$ cat src/rtl/ep_buf_pkg.sv
package ep_buf_pkg;

    typedef enum logic [1:0] {
        SL_EMPTY = 2'd0,
        SL_WAIT  = 2'd1,
        SL_READY = 2'd2,
        SL_HOLD  = 2'd3
    } slot_state_e;

    localparam logic [31:0] OFS_PRIME  = 32'h0000_01B0;
    localparam logic [31:0] OFS_FLUSH  = 32'h0000_01B4;
    localparam logic [31:0] OFS_STATUS = 32'h0000_01B8;
    localparam int          TX_LSB     = 16;

endpackage

$ cat src/rtl/ep_buf_slot.sv
module ep_buf_slot
    import ep_buf_pkg::*;
(
    input  logic clk,
    input  logic rst_n,
    input  logic bus_reset,
    input  logic prime_set,
    input  logic flush_set,
    input  logic prime_done,
    input  logic retire,
    input  logic busy,
    output logic ready,
    output logic pending,
    output logic flushing
);

    slot_state_e state_q, state_d;
    logic        queued_q, queued_d;

    // next-state logic
    always_comb begin
        state_d  = state_q;
        queued_d = queued_q;
        if (bus_reset) begin
            state_d  = SL_EMPTY;
            queued_d = 1'b0;
        end else begin
            unique case (state_q)
                SL_EMPTY: begin
                    if (flush_set)      state_d = busy ? SL_HOLD : SL_EMPTY;
                    else if (prime_set) state_d = SL_WAIT;
                end
                SL_WAIT: begin
                    if (flush_set)       state_d = busy ? SL_HOLD : SL_EMPTY;
                    else if (prime_done) state_d = SL_READY;
                end
                SL_READY: begin
                    if (flush_set) begin
                        state_d  = busy ? SL_HOLD : SL_EMPTY;
                        queued_d = 1'b0;
                    end else if (retire) begin
                        state_d  = (queued_q || prime_set) ? SL_WAIT : SL_EMPTY;
                        queued_d = 1'b0;
                    end else if (prime_set) begin
                        queued_d = 1'b1;
                    end
                end
                SL_HOLD: begin
                    if (!busy) state_d = SL_EMPTY;
                end
                default: state_d = SL_EMPTY;
            endcase
        end
    end

    // state register
    always_ff @(posedge clk or negedge rst_n) begin
        if (!rst_n) begin
            state_q  <= SL_EMPTY;
            queued_q <= 1'b0;
        end else begin
            state_q  <= state_d;
            queued_q <= queued_d;
        end
    end

    // outputs
    always_comb begin
        ready    = (state_q == SL_READY);
        pending  = (state_q == SL_WAIT) || queued_q;
        flushing = (state_q == SL_HOLD);
    end

endmodule

$ cat src/rtl/ep_buf_regif.sv
module ep_buf_regif
    import ep_buf_pkg::*;
#(
    parameter int NUM_EP = 6,
    parameter int ADDR_W = 12,
    localparam int NSLOT = 2 * NUM_EP
) (
    input  logic              dev_mode,
    input  logic              wr_en,
    input  logic [ADDR_W-1:0] addr,
    input  logic [31:0]       wr_data,
    input  logic [NSLOT-1:0]  ready_v,
    input  logic [NSLOT-1:0]  pend_v,
    input  logic [NSLOT-1:0]  flush_v,
    output logic [NSLOT-1:0]  prime_set,
    output logic [NSLOT-1:0]  flush_set,
    output logic [31:0]       rd_data
);

    logic sel_prime, sel_flush, sel_status;
    logic [NSLOT-1:0] wr_slots;
    logic [31:0] pend_w, flush_w, ready_w;
    logic unused_bits;

    assign sel_prime  = (addr == OFS_PRIME[ADDR_W-1:0]);
    assign sel_flush  = (addr == OFS_FLUSH[ADDR_W-1:0]);
    assign sel_status = (addr == OFS_STATUS[ADDR_W-1:0]);
    assign unused_bits = ^wr_data;

    // slot index: 0..NUM_EP-1 receive, NUM_EP..NSLOT-1 transmit
    always_comb begin
        pend_w  = '0;
        flush_w = '0;
        ready_w = '0;
        for (int i = 0; i < NUM_EP; i++) begin
            wr_slots[i]          = wr_data[i];
            wr_slots[NUM_EP + i] = wr_data[TX_LSB + i];
            pend_w[i]            = pend_v[i];
            pend_w[TX_LSB + i]   = pend_v[NUM_EP + i];
            flush_w[i]           = flush_v[i];
            flush_w[TX_LSB + i]  = flush_v[NUM_EP + i];
            ready_w[i]           = ready_v[i];
            ready_w[TX_LSB + i]  = ready_v[NUM_EP + i];
        end
    end

    assign prime_set = (dev_mode && wr_en && sel_prime) ? wr_slots : '0;
    assign flush_set = (dev_mode && wr_en && sel_flush) ? wr_slots : '0;

    always_comb begin
        rd_data = '0;
        if (dev_mode) begin
            if (sel_prime)       rd_data = pend_w;
            else if (sel_flush)  rd_data = flush_w;
            else if (sel_status) rd_data = ready_w;
        end
    end

endmodule

$ cat src/rtl/ep_buf_ctrl.sv
module ep_buf_ctrl
    import ep_buf_pkg::*;
#(
    parameter int NUM_EP = 6,
    parameter int ADDR_W = 12
) (
    input  logic              clk,
    input  logic              rst_n,
    input  logic              dev_mode,
    input  logic              bus_reset,
    input  logic              wr_en,
    input  logic [ADDR_W-1:0] addr,
    input  logic [31:0]       wr_data,
    output logic [31:0]       rd_data,
    output logic [NUM_EP-1:0] tx_prime_req,
    output logic [NUM_EP-1:0] rx_prime_req,
    input  logic [NUM_EP-1:0] tx_prime_done,
    input  logic [NUM_EP-1:0] rx_prime_done,
    input  logic [NUM_EP-1:0] tx_retire,
    input  logic [NUM_EP-1:0] rx_retire,
    input  logic [NUM_EP-1:0] tx_busy,
    input  logic [NUM_EP-1:0] rx_busy
);

    localparam int NSLOT = 2 * NUM_EP;

    logic [NSLOT-1:0] prime_set, flush_set;
    logic [NSLOT-1:0] done_v, retire_v, busy_v;
    logic [NSLOT-1:0] ready_v, pend_v, flush_v;

    assign done_v   = {tx_prime_done, rx_prime_done};
    assign retire_v = {tx_retire, rx_retire};
    assign busy_v   = {tx_busy, rx_busy};

    ep_buf_regif #(.NUM_EP(NUM_EP), .ADDR_W(ADDR_W)) u_regif (
        .dev_mode  (dev_mode),
        .wr_en     (wr_en),
        .addr      (addr),
        .wr_data   (wr_data),
        .ready_v   (ready_v),
        .pend_v    (pend_v),
        .flush_v   (flush_v),
        .prime_set (prime_set),
        .flush_set (flush_set),
        .rd_data   (rd_data)
    );

    for (genvar s = 0; s < NSLOT; s++) begin : g_slot
        ep_buf_slot u_slot (
            .clk        (clk),
            .rst_n      (rst_n),
            .bus_reset  (bus_reset),
            .prime_set  (prime_set[s]),
            .flush_set  (flush_set[s]),
            .prime_done (done_v[s]),
            .retire     (retire_v[s]),
            .busy       (busy_v[s]),
            .ready      (ready_v[s]),
            .pending    (pend_v[s]),
            .flushing   (flush_v[s])
        );
    end

    assign rx_prime_req = pend_v[NUM_EP-1:0];
    assign tx_prime_req = pend_v[NSLOT-1:NUM_EP];

endmodule

$ cat config.mk
export PLATFORM = sky130hd
export DESIGN_NAME = ep_buf_ctrl
export DESIGN_NICKNAME = d
export VERILOG_FILES = /design/src/rtl/ep_buf_pkg.sv /design/src/rtl/ep_buf_slot.sv /design/src/rtl/ep_buf_regif.sv /design/src/rtl/ep_buf_ctrl.sv
export SDC_FILE = /design/constraint.sdc
export NUM_CORES = 1
export LEC_CHECK = 0
export ABC_AREA = 0
export BUFFER_PORTS_ARGS = -buffer_cell sky130_fd_sc_hd__buf_2
export CORE_MARGIN = 3
export CORE_UTILIZATION = 44
export DETAILED_ROUTE_END_ITERATION = 10
export PLACE_DENSITY = 0.75
export SYNTH_ARGS = -nofsm -noshare
export SYNTH_HDL_FRONTEND = slang
export SYNTH_SLANG_ARGS = --single-unit
$ cat constraint.sdc
create_clock -name clk -period 1.8 [get_ports clk]
set_clock_uncertainty 0.2 [all_clocks]
set_input_delay 0.09 -clock clk [delete_from_list [all_inputs] [get_ports clk]]
set_output_delay 0.09 -clock clk [all_outputs]
set_load 0.02 [all_outputs]
==> results of run 1 <==
## area by class of cell
cell class / instances / area (um^2)
clock inverters: 2 / 35.0
flip-flops and latches: 36 / 913
repair buffers: 224 / 1810
multi-input cells: 398 / 2940
clock buffers: 6 / 72.6
inverters: 25 / 96.3
well taps: 102 / 128
fillers: 486 / 1940
diodes: 1 / 2.50
## logic make-up (layout without fill, tap and decap cells)
| kind of cell | count (synthesis) | count (layout) | share of synthesized area, % |
|---|---|---|---|
| mux | 2 | 2 | 0.879 |
| buf+inv | 88 | 257 | 12.6 |
| simple gates | 176 | 177 | 24.6 |
| compound gates | 199 | 199 | 37.5 |
| other cells | 1 | 21 | 0.101 |
| flops | 36 | 36 | 24.3 |
## where the power goes
part	switching (mW)	leakage [nW]	total [mW]	internal, mW
Combinational	0.497	2.10	0.863	0.366
Sequential	0.0728	0.480	0.923	0.850
Clock	0.333	0.0552	0.745	0.412
## routing by layer
metal  vias to the layer above  part of all wire (%)
met1                      2383                    36
met4                         0                   7.8
met3                       160                    10
met2                       490                    46
li1                       2207                     -
met5                         -                     0
## repair_timing
item                                    CTS  global route
endpoints found under the hold margin    60             1
gates cloned                              1             1
pin swaps                                24            34
endpoints found under the setup margin   29            46
setup buffers                            14            22
hold buffers                             39             1
resized for setup                        81            75
## state kept, by name (all words and copies together), names as in the netlist
name / flops
g_slot.u_slot.state_q: 24
g_slot.u_slot.queued_q: 12
## cells in the final DEF, fill, tap and decap left out, types with 6 or more instances in the layout
cell	netlist	layout
a211o_1	10	10
a211oi_1	11	7
a21o_1	13	13
a21oi_1	47	27
a21oi_2	0	14
a21oi_4	0	6
a221oi_2	0	6
a2bb2oi_1	12	6
a2bb2oi_2	0	6
a31oi_1	11	9
a32o_1	6	6
buf_2	6	72
buf_4	34	69
buf_6	0	38
conb_1	1	20
dfrtp_1	36	26
dfrtp_2	0	10
dlygate4sd3_1	0	40
inv_1	25	20
nand2_1	40	38
nand2b_1	17	17
nand3_1	32	20
nand3_2	0	8
nand4_1	6	6
nor2_1	53	45
nor2_4	0	7
o211ai_1	10	10
o21ai_0	20	12
o21ai_1	14	13
o21ai_2	0	9
## final timing paths
path / to / slack, ns / depth (start not counted)
setup / recovery: g_slot[0].u_slot.state_q[0] / -0.20 / 9
hold / removal: g_slot[7].u_slot.queued_q / 0.03 / 3
setup reg to reg: g_slot[9].u_slot.state_q[1] / -0.18 / 6
hold reg to reg: g_slot[10].u_slot.queued_q / 0.36 / 2
max in group asynchronous: g_slot[9].u_slot.state_q[1] / 0.81 / 3
min in group asynchronous: g_slot[10].u_slot.queued_q / 0.19 / 3
## per-stage QoR
step	worst slack (ns)	std cells
2_1_floorplan	-0.210	521
4_1_cts	-0.102	770
3_5_place_dp	-0.412	708
3_3_place_gp	-0.374	708
6_report	-0.203	794
5_1_grt	-0.274	794
## worst reg2reg max path, delay by kind of cell (launching register included)
family / cells / cell delay, ns
AOI/OAI and AO/OA: 3 / 0.65
and+or+nand+nor: 2 / 0.50
DFF: 1 / 0.41
buffers and inverters: 1 / 0.14
==> reports/metrics.cfg, run 1 <==
[logic_synthesis]
netlist.area_leader.share_pct=24.3
avgSynthCellArea_um2=7.37
synth_warnings=0
synth_seq_cells=36
yosys.area.top_type=dfrtp_1
synthesis.area_mm2=0.00370
synth_flop_cell=dfrtp_1
synthArstFlopShare_pct=100
netlist_instances=502
yosys-top-cells-area=dfrtp_1, buf_4, a21oi_1, nor2_1, nand3_1
synth_edf_count=0
ys_seq_area_share_pct=24.3
synth_common_cells=nor2_1, a21oi_1, nand2_1
yosysMostFrequentCell=nor2_1
ys_types=48

[pwr]
power_density_mw_per_mm2=422
power_mw=2.53
peakVddDrop_mv=0.328
leakagePower_nw=2.63

[grt]
top_usage_layer=met2
grt_pass1_wl_mm=21.9
overflow=0
met2_usage_pct=46.2
grt_use_met1_pct=33.7
antenna_found_initial=1
first_global_vias=4568
grt_max_degree=37
use_met3_pct=3.73
track_usage_pct=26.9

[layout]
final_nets=775
syn_to_final_growth_pct=61.9
drive_above_1_share_pct=44.1
final_area_mm2=0.00599
utilization_pct=75.6

[timing]
fmaxAchievable_mhz=499
hold_ws_ns=0.0260
period_share_pct=111
finalHoldViolations=0
slew_headroom_pct=61.7
worst_slew_pin_slew_ns=0.569
drv_slew=0
finalSetupTns_ns=-3.68
setup_violations=38
rsz0062_at_grt=true
period_minus_slack_ns=2.00
finalWorstSetupSlack_ns=-0.203

[routing]
via_per_inst=6.60
drt_first_pass_iters=6
vias=5240
antenna_left=0
drc=0
wl_per_cell_um=20.4
drt_iter0_markers=773
totalWireLength_mm=16.2

[cts]
cts_tree=done
clockBufferDepth=2
clock-sinks=36
cts-root-buf=clkbuf_8
cts_made_buffers=5
clock_latency_ns=0.30
cts.clk_slew.worst_paths_ns=0.08
h-tree-depth=2

[placed_design]
io_buffers=88
place_congestion=0.922
detailed_place_hpwl_mm=9.05
post_dp_cell_area_mm2=0.00456

[worst_setup_path]
cp_common_cell=buf_6
startpoint=addr[10]
cp_slowest_stage_delay_ns=0.59
arrival_ns=1.99
cp_max_fo=6
crit_family=simple AND/OR/NAND/NOR gates
path_cells=buf_6, or4b_4, buf_6, nor4_4, buf_4, buf_6, a32o_1, a21oi_1, o41ai_1
cp_slowest_cell=or4b_4
critPathBufInv=4
startpoint_type=input port
reg2reg_from=g_slot[9].u_slot.state_q[0]
worstPathRequired_ns=1.78
crit_path_end_kind=register
criticalPathCategory=in2reg

[floorplan]
die-area_mm2=0.00955
fp.dieW_um=97.7
die_h_um=97.7
start_util_pct=46.7
coreArea_mm2=0.00793
ios=129
rows=32

[hold_path]
hp-class=in2reg
hp-start=wr_data[17]

[flow_run]
maxCapViolCount=0

[run_status]
violations=setup timing
status=complete, but fails checks

No activity file was read; power rests on OpenSTA's default activity.
==> run 2, diff against run 1 <==
CELL_PAD_IN_SITES_DETAIL_PLACEMENT = 1   (was unset)
CELL_PAD_IN_SITES_GLOBAL_PLACEMENT = 2   (was unset)
CORE_UTILIZATION = 28   (was 44)
PLACE_DENSITY = unset   (was 0.75)
PLACE_DENSITY_LB_ADDON = 0.1   (was unset)
clock period = 2.3 ns   (was 1.8 ns; I/O delays follow)
==> run 2 against run 1 <==
Compared with the run above:
- the run now ends clean
- global-route usage down 6.5 points
- largest power group is now the clock network
- via count down 17%
- flip-flop and latch count unchanged
- non-clock buffer count down 52
- sequential share of layout area up 3.0 points
- critical path depth down 2
- sequential power down 22%
- critical path type is now in2out
- combinational power down 38%
- wire length down 8.7%
==> reports/metrics.cfg, run 2 (synthesis results as in run 1) <==
[layout]
reg.largest.list=g_slot.u_slot.state_q (24), g_slot.u_slot.queued_q (12)
drive_above_1_share_pct=24.3
multi_input_area_mm2=0.00240
largest_reg_flops=24
final.fill_count=1600
final_nets=722
regMostFlops=g_slot.u_slot.state_q
diodes=0
final_cell_mix=buf_2, nor2_1, a21oi_1
syn_to_final_growth_pct=33.6
register_area_um2=901
final_common_cell=buf_2

[floorplan]
die_h_um=121
coreArea_mm2=0.0128
start_util_pct=29.0
fp.dieW_um=121
die-area_mm2=0.0146
rows=41
ios=129

[grt]
first_global_vias=4472
grt_pass1_wl_mm=23.8
track_usage_pct=20.4
overflow=0
antenna_found_initial=0
grt_max_degree=37

[hold_path]
hp-class=in2reg
hp-start=tx_busy[3]
holdPathEnd=g_slot[9].u_slot.state_q[1]
holdPathStages=3

[placed_design]
io_buffers=88
place_congestion=0.824
detailed_place_hpwl_mm=10.7
place_ws_ns=-0.0887

[worst_setup_path]
startpoint=addr[9]
reg2reg_from=g_slot[11].u_slot.state_q[0]
crit_family=simple AND/OR/NAND/NOR gates
cp_slowest_stage_delay_ns=0.51
worstRegToRegCells=5
path_cells=buf_2, or4b_1, buf_4, or3_1, buf_4, nor2_1, buf_2
cp_slowest_cell=or4b_1
r2r-end=g_slot[11].u_slot.state_q[0]
arrival_ns=1.84
critPathBufInv=4
cp_max_fo=7
criticalPathCategory=in2out
crit_path_end_kind=output port
startpoint_type=input port
rrSetupSlack_ns=0.39
worstPathRequired_ns=1.99

[routing]
totalWireLength_mm=14.8
via_per_inst=5.35
antenna_left=0
wl_per_cell_um=18.3
drt_iter0_markers=208
drc=0
vias=4330
drt_first_pass_iters=4

[timing]
slew_headroom_pct=61.7
rsz0062_at_grt=false
finalWorstSetupSlack_ns=0.143
period_share_pct=93.8
finalHoldViolations=0
period_minus_slack_ns=2.16
setup_violations=0
worst_slew_pin_slew_ns=0.574
hold_ws_ns=0.0140
drv_slew=0
fmaxAchievable_mhz=464

[cts]
post_cts_buffers=0
postCtsResizedCells=0
clock_latency_ns=0.30
postCtsHoldBufs=37
cts_tree=done
clock-sinks=36
cts-root-buf=clkbuf_16
clockBufferDepth=2
cts.clk_slew.worst_paths_ns=0.06
h-tree-depth=2
cts_made_buffers=5

[pwr]
leakagePower_nw=2.25
power_density_mw_per_mm2=409
peakVddDrop_mv=0.262

[run_status]
status=completed

[flow_run]
maxCapViolCount=0

[run 2: cell count changes in the layout (fill, tap and decap cells not counted), moves of 7 or more]
| cell | change |
|---|---|
| buf_6 | -38 |
| buf_4 | -23 |
| a21oi_1 | +20 |
| buf_2 | +16 |
| a21oi_2 | -14 |
| nand3_1 | +12 |
| dfrtp_1 | +10 |
| dfrtp_2 | -10 |
| o21ai_2 | -9 |
| nand3_2 | -8 |
| nor2_1 | +8 |
| o21ai_0 | +8 |
| nor2_4 | -7 |
[run 2: cell type report]
class	count	share of cell area (%)
Tap cell	172	4.35
Multi-Input combinational cell	397	48.6
Clock buffer	7	3.09
Inverter	25	1.90
Sequential cell	36	18.2
Timing Repair Buffer	172	23.8
[run 2: how the worst max path moves through the flow]
| stage | endpoint | slack, ns | cells past startpoint |
|---|---|---|---|
| 2_1_floorplan | g_slot[10].u_slot.state_q[0] | 0.17 | 7 |
| 3_3_place_gp | g_slot[0].u_slot.state_q[1] | 0.01 | 8 |
| 3_5_place_dp | g_slot[2].u_slot.state_q[0] | -0.09 | 8 |
| 4_1_cts | rd_data[21] | 0.10 | 7 |
| 5_1_grt | rd_data[21] | 0.03 | 7 |
| 6_report | rd_data[21] | 0.14 | 7 |
[run 2: metrics by stage]
step                      cell area [um^2]  setup TNS [ns]  instances  power (mW)  util (%)
final                                 4940               0        809        2.02      38.7
after global routing                  4940               0        809        2.13      38.7
after CTS                             4940               0        809        2.06      38.7
after detailed placement              4420          -0.199        765        1.22      34.6
after global placement                4420               0        765        1.21      34.6
after floorplan                       3770               0        521        1.05         -
[run 2: worst reg2reg max path: stages (launching register included)]
cell	delay, ns
dfrtp_1	0.38
inv_1	0.16
mux4_2	0.55
a21o_1	0.19
o21a_1	0.10
o2111a_1	0.22
[run 2: routing by layer]
metal / up-vias / global-route usage [%] / wire length [um]
met5: - / 0 / 0
met4: 0 / 3.19 / 113
met3: 9 / 4.10 / 619
met2: 93 / 34.3 / 7090
met1: 2136 / 27.7 / 6950
li1: 2092 / - / -
[run 2: power breakdown]
part,internal [mW],leakage (nW),switching (mW)
sequential,0.662,0.495,0.0578
combinational,0.226,1.68,0.312
clock,0.456,0.0760,0.309
==> run 3, diff against run 2 <==
ABC_AREA = 1   (was 0)
CORE_UTILIZATION = 27   (was 28)
CTS_BUF_LIST = sky130_fd_sc_hd__clkbuf_8   (was unset)
==> run 3 against run 2 <==
Compared with the run above:
- combinational power grew to 3.6 times the previous value
- worst setup slack better by 0.11 ns
- critical path type is now reg2out
- flip-flop and latch count stayed put
- count of clock-buffer cells in the layout stayed put
- non-clock buffer count is 51 lower
- wire length is 0.86% lower
- final area is 1.8% lower
==> reports/metrics.cfg, run 3 <==
[logic_synthesis]
ys_seq_area_share_pct=22.3
synth_seq_cells=36
yosys-top-cells-area=dfrtp_1, nand2_1, nor2_1, inv_1, buf_4
synth_common_cells=nand2_1, nor2_1, inv_1
synthesis.area_mm2=0.00404
synth_flop_cell=dfrtp_1
ys_types=34
synth_edf_count=0
netlist_instances=672
yosysMostFrequentCell=nand2_1
synth_warnings=0
netlist.area_leader.share_pct=22.3
yosys.area.top_type=dfrtp_1
synthArstFlopShare_pct=100
avgSynthCellArea_um2=6.01

[grt]
antenna_found_initial=0
overflow=0
grt_max_degree=48
track_usage_pct=18.1
grt_pass1_wl_mm=23.5
first_global_vias=4517

[worst_setup_path]
startpoint_type=register
criticalPathCategory=reg2out
worstPathRequired_ns=1.99
arrival_ns=1.73
cp_max_fo=5
rrSetupSlack_ns=0.64
crit_path_end_kind=output port

[routing]
drc=0
drt_iter0_markers=186
vias=4480
wl_met2_mm=6.92
wl_met3_um=509
drt_first_pass_iters=4
top_layer=met4
wl_per_cell_um=15.4
antenna_left=0
totalWireLength_mm=14.7
drt-met1-wl_mm=7.05
via_per_inst=4.70

[timing]
drv_slew=0
finalHoldViolations=0
hold_ws_ns=0.0104
rsz0062_at_grt=false
period_minus_slack_ns=2.04
slew_headroom_pct=59.1
setup_violations=0
worst_slew_pin_slew_ns=0.613
fmaxAchievable_mhz=489
finalSetupTns_ns=0
period_share_pct=88.9

[pwr]
leakagePower_nw=2.67
peakVddDrop_mv=0.321
power_density_mw_per_mm2=735
power_mw=3.57

[layout]
syn_to_final_growth_pct=20.2
largest_reg_flops=24
final_cell_mix=nand2_1, nor2_1, inv_1
final_common_cell=nand2_1
final_nets=855
diodes=0
regMostFlops=g_slot.u_slot.state_q
drive_above_1_share_pct=19.2
final.fill_count=1977
reg.largest.list=g_slot.u_slot.state_q (24), g_slot.u_slot.queued_q (12)

[floorplan]
start_util_pct=27.7
coreArea_mm2=0.0146
die-area_mm2=0.0165
die_h_um=128
ios=129
rows=44
fp.dieW_um=128

[cts]
cts.clk_slew.worst_paths_ns=0.08
clock-sinks=36
post_cts_buffers=0
cts_tree=done
cts-root-buf=clkbuf_8
clockBufferDepth=2
h-tree-depth=2
clock_latency_ns=0.32
cts_made_buffers=5

[placed_design]
place_congestion=0.803
detailed_place_hpwl_mm=11.4
io_buffers=88

[flow_run]
maxCapViolCount=0

[hold_path]
hp-class=in2reg

[run_status]
status=completed

## run 3: layout make-up
class                      instances  area [um^2]  area share [%]
multi-input combinational        506         2490            51.3
sequential                        36          901            18.6
timing repair buffer             121          761            15.7
inverter                         100          375            7.73
tap                              184          230            4.74
clock buffer                       7         96.3            1.99
## run 3: layer usage
layer | GRT usage [%] | vias to the layer above
met1 | 24.3 | 2121
met2 | 30.6 | 66
met4 | 4.68 | 0
met3 | 2.75 | 10
li1 | - | 2283
met5 | 0 | -
## run 3: per-stage QoR
step | setup slack [ns] | util (%) | area, um^2 | std cells
finish | 0.256 | 33.3 | 4850 | 954
global route | 0.0849 | 33.3 | 4850 | 954
CTS | 0.177 | 33.2 | 4850 | 954
detailed placement | 0.301 | 31.3 | 4560 | 928
global placement | 0.361 | 31.3 | 4560 | 928
floorplan | 0.479 | - | 4110 | 691
## run 3: cells by family (layout without fill, tap and decap cells)
family                 after synthesis  in the layout  share of synthesized area [%]
and+or+nand+nor                    373            373                           43.9
buffers and inverters              149            228                           17.9
AOI/OAI and AO/OA                  113            113                           15.8
DFF                                 36             36                           22.3
other                                1             20                         0.0928
## run 3: path summary, 6_finish.rpt
| path | cells past startpoint | endpoint | from |
|---|---|---|---|
| max | 5 | rd_data[4] | g_slot[4].u_slot.state_q[1] |
| min | 6 | g_slot[10].u_slot.state_q[0] | tx_busy[4] |
| max reg2reg | 9 | g_slot[10].u_slot.state_q[1] | g_slot[10].u_slot.state_q[0] |
| min reg2reg | 2 | g_slot[0].u_slot.state_q[0] | g_slot[0].u_slot.state_q[0] |
| max in group asynchronous | 3 | g_slot[8].u_slot.state_q[0] | rst_n |
| min in group asynchronous | 2 | g_slot[9].u_slot.state_q[0] | rst_n |
## run 3: critical path: stages (launching register included)
cell and delay [ns]:
dfrtp_1 0.42, inv_1 0.07, nor2_1 0.21, o21ai_0 0.11, a211oi_1 0.36, buf_2 0.24
## run 3: power by group
part	total [mW]	switching, mW	internal (mW)
clock	0.534	0.266	0.267
combinational	1.96	1.28	0.683
sequential	1.07	0.263	0.804
total	3.57	1.81	1.75
## run 3: repair_timing
action / CTS / global route
endpoints found under the setup margin: 0 / 1
hold buffers: 19 / 0
gates resized for setup: 0 / 1
endpoints found under the hold margin: 37 / 0
